<file path="config.mk">
export PLATFORM = sky130hd
export DESIGN_NAME = iir2f_top
export DESIGN_NICKNAME = d
export VERILOG_FILES = /design/src/rtl/iir2f_pkg.sv /design/src/rtl/iir2f_ctrl.sv /design/src/rtl/iir2f_mul.sv /design/src/rtl/iir2f_add.sv /design/src/rtl/iir2f_top.sv
export SDC_FILE = /design/constraint.sdc
export NUM_CORES = 2
export LEC_CHECK = 0
export ABC_AREA = 1
export BUFFER_PORTS_ARGS = -buffer_cell sky130_fd_sc_hd__buf_2
export CELL_PAD_IN_SITES_DETAIL_PLACEMENT = 0
export CELL_PAD_IN_SITES_GLOBAL_PLACEMENT = 2
export CORE_UTILIZATION = 31
export CTS_CLUSTER_DIAMETER = 200
export CTS_CLUSTER_SIZE = 40
export DETAILED_ROUTE_END_ITERATION = 12
export GPL_ROUTABILITY_DRIVEN = 1
export GPL_TIMING_DRIVEN = 0
export PLACE_DENSITY_LB_ADDON = 0.1
export REMOVE_ABC_BUFFERS = 1
export SYNTH_ARGS = -nofsm -noshare
export SYNTH_HDL_FRONTEND = slang
export SYNTH_SLANG_ARGS = --single-unit
</file>
<file path="constraint.sdc">
create_clock -name clk -period 13.4 [get_ports clk]
set_input_delay 1.34 -clock clk [delete_from_list [all_inputs] [get_ports clk]]
set_output_delay 1.34 -clock clk [all_outputs]
set_load 0.03 [all_outputs]
</file>
<file path="src/rtl/iir2f_pkg.sv">
package iir2f_pkg;
  // Two schedule steps of a frame
  typedef enum logic {
    STEP_MUL = 1'b0,  // products of state, partial sums
    STEP_ACC = 1'b1   // close recursion, form output
  } step_e;

  // Coefficient slots (cfg_sel encoding)
  localparam int unsigned CI_FB1 = 0;
  localparam int unsigned CI_FB2 = 1;
  localparam int unsigned CI_FF1 = 2;
  localparam int unsigned CI_FF2 = 3;
  localparam int unsigned NCOEF  = 4;
endpackage

</file>
<file path="src/rtl/iir2f_ctrl.sv">
module iir2f_ctrl
  import iir2f_pkg::*;
(
  input  logic  clk,
  input  logic  rst,
  input  logic  in_valid,
  output step_e step,
  output logic  accept,
  output logic  fin
);
  step_e step_q;

  always_ff @(posedge clk) begin
    if (rst) begin
      step_q <= STEP_MUL;
    end else begin
      case (step_q)
        STEP_MUL: if (in_valid) step_q <= STEP_ACC;
        default:  step_q <= STEP_MUL;
      endcase
    end
  end

  assign step   = step_q;
  assign accept = (step_q == STEP_MUL) && in_valid && !rst;
  assign fin    = (step_q == STEP_ACC) && !rst;
endmodule

</file>
<file path="src/rtl/iir2f_mul.sv">
module iir2f_mul #(
  parameter int DW   = 16,
  parameter int NMUL = 4
) (
  input  logic [NMUL-1:0][DW-1:0]   a,
  input  logic [NMUL-1:0][DW-1:0]   b,
  output logic [NMUL-1:0][2*DW-1:0] p
);
  for (genvar i = 0; i < NMUL; i++) begin : g_mul
    assign p[i] = $signed(a[i]) * $signed(b[i]);
  end
endmodule

</file>
<file path="src/rtl/iir2f_add.sv">
module iir2f_add
  import iir2f_pkg::*;
#(
  parameter int AW = 34
) (
  input  step_e          step,
  input  logic [AW-1:0]  m0,
  input  logic [AW-1:0]  m1,
  input  logic [AW-1:0]  a0,
  input  logic [AW-1:0]  a1,
  output logic [AW-1:0]  sum
);
  logic [AW-1:0] opx, opy;

  always_comb begin
    if (step == STEP_MUL) begin
      opx = m0;
      opy = m1;
    end else begin
      opx = a0;
      opy = a1;
    end
    sum = opx + opy;
  end
endmodule

</file>
<file path="src/rtl/iir2f_top.sv">
module iir2f_top
  import iir2f_pkg::*;
#(
  parameter int DW = 16
) (
  input  logic          clk,
  input  logic          rst,
  input  logic          cfg_we,
  input  logic [1:0]    cfg_sel,
  input  logic [DW-1:0] cfg_data,
  input  logic          in_valid,
  input  logic [DW-1:0] in_data,
  output logic          out_valid,
  output logic [DW-1:0] out_data
);
  localparam int FRAC = DW - 1;
  localparam int PW   = 2 * DW;
  localparam int AW   = PW + 2;
  localparam int NADD = 2;
  localparam logic signed [AW-1:0] HALF = AW'(1) <<< (FRAC - 1);
  localparam logic signed [AW-1:0] MAXV = (AW'(1) <<< (DW - 1)) - AW'(1);
  localparam logic signed [AW-1:0] MINV = -MAXV - AW'(1);

  function automatic logic [DW-1:0] rnd_sat(input logic signed [AW-1:0] v);
    logic signed [AW-1:0] t;
    t = (v + HALF) >>> FRAC;
    if (t > MAXV)      return MAXV[DW-1:0];
    else if (t < MINV) return MINV[DW-1:0];
    else               return t[DW-1:0];
  endfunction

  step_e step;
  logic  accept, fin;

  logic [NCOEF-1:0][DW-1:0] coef_q;
  logic [DW-1:0] w1_q, w2_q, x_q;
  logic [NADD-1:0][AW-1:0] acc_q;
  logic [NCOEF-1:0][PW-1:0] prod;
  logic [NCOEF-1:0][AW-1:0] prod_x;
  logic [NADD-1:0][AW-1:0] add_a0, sum;
  logic [DW-1:0] w_new, y_new;

  iir2f_ctrl u_ctrl (
    .clk(clk), .rst(rst), .in_valid(in_valid),
    .step(step), .accept(accept), .fin(fin)
  );

  // Coefficient slots
  always_ff @(posedge clk) begin
    if (rst)         coef_q <= '0;
    else if (cfg_we) coef_q[cfg_sel] <= cfg_data;
  end

  // Four shared multipliers: even slots use newest state, odd the older
  iir2f_mul #(.DW(DW), .NMUL(NCOEF)) u_mul (
    .a(coef_q),
    .b({w2_q, w1_q, w2_q, w1_q}),
    .p(prod)
  );

  for (genvar i = 0; i < NCOEF; i++) begin : g_ext
    assign prod_x[i] = {{(AW-PW){prod[i][PW-1]}}, prod[i]};
  end

  // Second-step operands: sample for the feedback path, new state for output
  assign add_a0[0] = {{(AW-DW-FRAC){x_q[DW-1]}}, x_q, {FRAC{1'b0}}};
  assign add_a0[1] = {{(AW-DW-FRAC){w_new[DW-1]}}, w_new, {FRAC{1'b0}}};

  for (genvar g = 0; g < NADD; g++) begin : g_add
    iir2f_add #(.AW(AW)) u_add (
      .step(step),
      .m0(prod_x[2*g]), .m1(prod_x[2*g+1]),
      .a0(add_a0[g]),   .a1(acc_q[g]),
      .sum(sum[g])
    );
  end

  assign w_new = rnd_sat(sum[0]);
  assign y_new = rnd_sat(sum[1]);

  always_ff @(posedge clk) begin
    if (rst) begin
      x_q       <= '0;
      acc_q     <= '0;
      w1_q      <= '0;
      w2_q      <= '0;
      out_data  <= '0;
      out_valid <= 1'b0;
    end else begin
      out_valid <= fin;
      if (accept) begin
        x_q   <= in_data;
        acc_q <= sum;
      end
      if (fin) begin
        w1_q     <= w_new;
        w2_q     <= w1_q;
        out_data <= y_new;
      end
    end
  end
endmodule

</file>
==> flow_summary.yaml <==
synth:
  syn_inst: 7383
  avgSynthCellArea_sq_um: 7.312
  ys_seq_area_frac: 0.07343
  synth_compound_area_frac: 0.06446
  synth_top_family_by_area: "adder cells"
  synthXorXnorAreaFrac: 0.01924
  synth-simple-area-share: 0.1980
  yosys_most_used_dff: "dfxtp_1"
  synth-seq-cells: 198
  synthAdderAreaFrac: 0.4812
  synth-edff-count: 0
  syn_area_sq_mm: 0.05398
  ys_async_sr_fraction: 0
  synth_cell_type_count: 52
  synthMuxAreaShare: 0.0001854
  ys_warn_count: 0
worst_hold_path:
  hold_path_class: "reg -> reg"
  holdPathEnd: "acc_q[0]$_SDFFE_PP0P_"
  holdPathStages: 2
  hold_start: "acc_q[0]$_SDFFE_PP0P_"
timing:
  drv_slew: 0
  worst_hold_slack_ns: 0.4504
  relSlewSlack: 0.1475
  fmax_mhz: 80.55
  tightest_slew_ns: 1.274
  period_minus_slack_ns: 12.41
  hold_viol: 0
  clock_skew_ns: 0.02576
  timing.final.crit_share: 0.9265
  finalSetupViolCount: 0
  setup_tns_ns: 0
place:
  hpwlAfterDp_um: 152200
  portBuffers: 54
  gp_congestion: 0.8096
power_and_ir_drop:
  p_leak_nw: 31.64
  ir_drop_mv: 0.1159
  power.density_mw_per_mm2: 63.29
final_layout:
  area_growth_pct: 7.359
  drive_above_1_share: 0.04967
  final_nets: 8658
  final_common_cell: "inv_1"
  final_cell_mix: "inv_1 (2002), nand2_1 (1820), fa_1 (1049)"
clock_network:
  hold_buffers: 0
  clk_latency_ns: 0.56
  clock-sinks: 198
  cts_max_level: 4
  clkSlewWorstSetupHoldPaths_ns: 0.10
  cts_tree: "built"
  root_buffer: "clkbuf_16"
  clk_path_buf_depth: 2
  numCtsBuffers: 17
critical_path:
  start_kind: "flip-flop"
  path_max_fanout: 30
  crit_top_cell: "nand2_1"
  rrSetupSlack_ns: 0.99
  crit_path_start: "w1_q[7]$_SDFFE_PP0P_"
  cpPeakStageDelay_ns: 0.55
  rr_worst_depth: 65
  slowest_stage: "fa_1"
  path_class: "reg -> reg"
  crit_required_ns: 13.87
  rr_endpoint: "out_data[10]$_SDFFE_PP0P_"
  arrival_ns: 12.88
  r2r_start: "w1_q[7]$_SDFFE_PP0P_"
  end_kind: "flip-flop"
floorplan:
  dieArea_sq_mm: 0.1758
  core_sq_mm: 0.1723
  die_width_um: 419.3
  die_y_um: 419.3
  boundaryPins: 55
  row_count: 152
  start_util: 0.3133
drt:
  vias_per_cell: 4.560
  dr_total_vias: 43310
  wirelength_um: 184900
  drc: 0
  wl_per_cell_um: 19.46
  initialDrtViolationCount: 2128
  drt-pass1-iter-count: 5
  postRouteAntennaNets: 0
run:
  drv_cap: 0
global_routing:
  antenna_found_initial: 6
  overflow: 0
  grt_pass1_wl_um: 290800
  grt_pass1_vias: 46320
  track_usage: 0.2212
  grt_max_degree: 90
run_status:
  status: "complete, no violations"
## kinds of logic after synthesis
logic type | Yosys count
simple gates | 2633
xor+xnor | 116
flops | 198
buf+inv | 2345
fa+ha+maj | 1446
compound gates | 644
mux | 1
## worst max-delay path by stage
stage	end	slack [ns]	depth (start not counted)
floorplan	out_data[0]$_SDFFE_PP0P_	2.51	60
global placement	out_data[8]$_SDFFE_PP0P_	-4.77	37
detailed placement	out_data[4]$_SDFFE_PP0P_	-1.25	56
CTS	out_data[4]$_SDFFE_PP0P_	0.03	57
global route	out_data[10]$_SDFFE_PP0P_	-0.02	68
finish	out_data[10]$_SDFFE_PP0P_	0.99	65
## final cells by class
cell class                      count  area [sq um]
Multi-Input combinational cell   4840         41510
Antenna cell                        2         5.005
Inverter                         2013          7580
Timing Repair Buffer              104          1231
Clock inverter                     12         170.2
Clock buffer                       20         457.9
Tap cell                         2310          2890
Fill cell                       18890        114400
Sequential cell                   198          4111
## state kept, by name, indices dropped and copies added, names as in the netlist
name and cells:
out_data 16, acc_q 68, u_ctrl.step 1, coef_q 64, x_q 16, out_valid 1
w2_q 16, w1_q 16
## worst max-delay path, delay by kind of cell (launching register included)
family | cells | cell delay (ns)
AOI/OAI and AO/OA | 11 | 2.09
DFF | 1 | 0.48
and+or+nand+nor | 33 | 4.23
buffers and inverters | 11 | 0.96
adders and majority gates | 9 | 4.13
xor gates and xnor gates | 1 | 0.35
## power breakdown
group          internal, mW  total (mW)  switching [mW]
logic                 0.722        2.24            1.52
registers             0.663       0.802           0.138
clock network         0.298       0.624           0.327
total                  1.68        3.67            1.98
## metal layers
metal / share of wire / track usage / wire length [um]
met3: 0.031 / 0.02053 / 5669
met4: 0.014 / 0.03668 / 2513
met5: 0 / 0 / 0
met1: 0.50 / 0.3204 / 91530
met2: 0.46 / 0.3605 / 85170
## synth_stat cells (2+ instances only)
master	instances	area (sq um)
and2_1	7	43.79
nand4_1	34	212.7
nor3_2	3	30.03
o21ai_0	313	1567
nand2_2	9	56.30
o21a_1	12	90.09
inv_1	2009	7541
a31o_2	3	26.28
xnor2_1	38	332.8
ha_1	396	4955
nor4_1	8	50.05
a22o_1	14	122.6
a211oi_1	6	45.04
inv_2	2	7.510
fa_1	1050	21020
xor2_2	3	48.80
o31ai_1	6	45.04
nand4_2	3	37.54
buf_6	2	22.52
or2_2	54	337.8
nand2_1	1821	6835
o221ai_1	2	17.52
a21boi_0	8	60.06
buf_4	2	15.01
dfxtp_1	198	3964
nor2_2	11	68.82
nand3_2	5	50.05
xor2_1	75	656.9
nor3_1	30	150.1
a21o_1	15	112.6
clkbuf_1	325	1220
a31oi_1	13	81.33
buf_2	2	10.01
a21oi_1	235	1176
nor2_1	393	1475
o22ai_1	2	12.51
nand3_1	234	1171
clkinv_1	2	7.510
o21bai_1	8	60.06
o211ai_1	2	15.01
nand2b_1	2	12.51
nand3b_1	16	120.1
## through the flow
stage	total power, mW	worst slack [ns]	utilization	cells	cell area [sq um]
after detailed placement	3.046	-1.253	0.3297	9452	56810
after global placement	3.021	-4.773	0.3243	9415	55870
after global routing	4.021	-0.01730	0.3363	9497	57950
after CTS	3.710	0.02843	0.3340	9487	57540
final	3.668	0.9854	0.3363	9499	57950
after floorplan	2.192	2.506	-	7051	52710
## what timing repair did
action | 4_1_cts | 5_1_grt
resized for setup | 36 | 97
buffers inserted | 3 | 10
setup endpoints to repair | 23 | 17
pin swaps | 0 | 3
No activity file was read; power rests on OpenSTA's default activity.
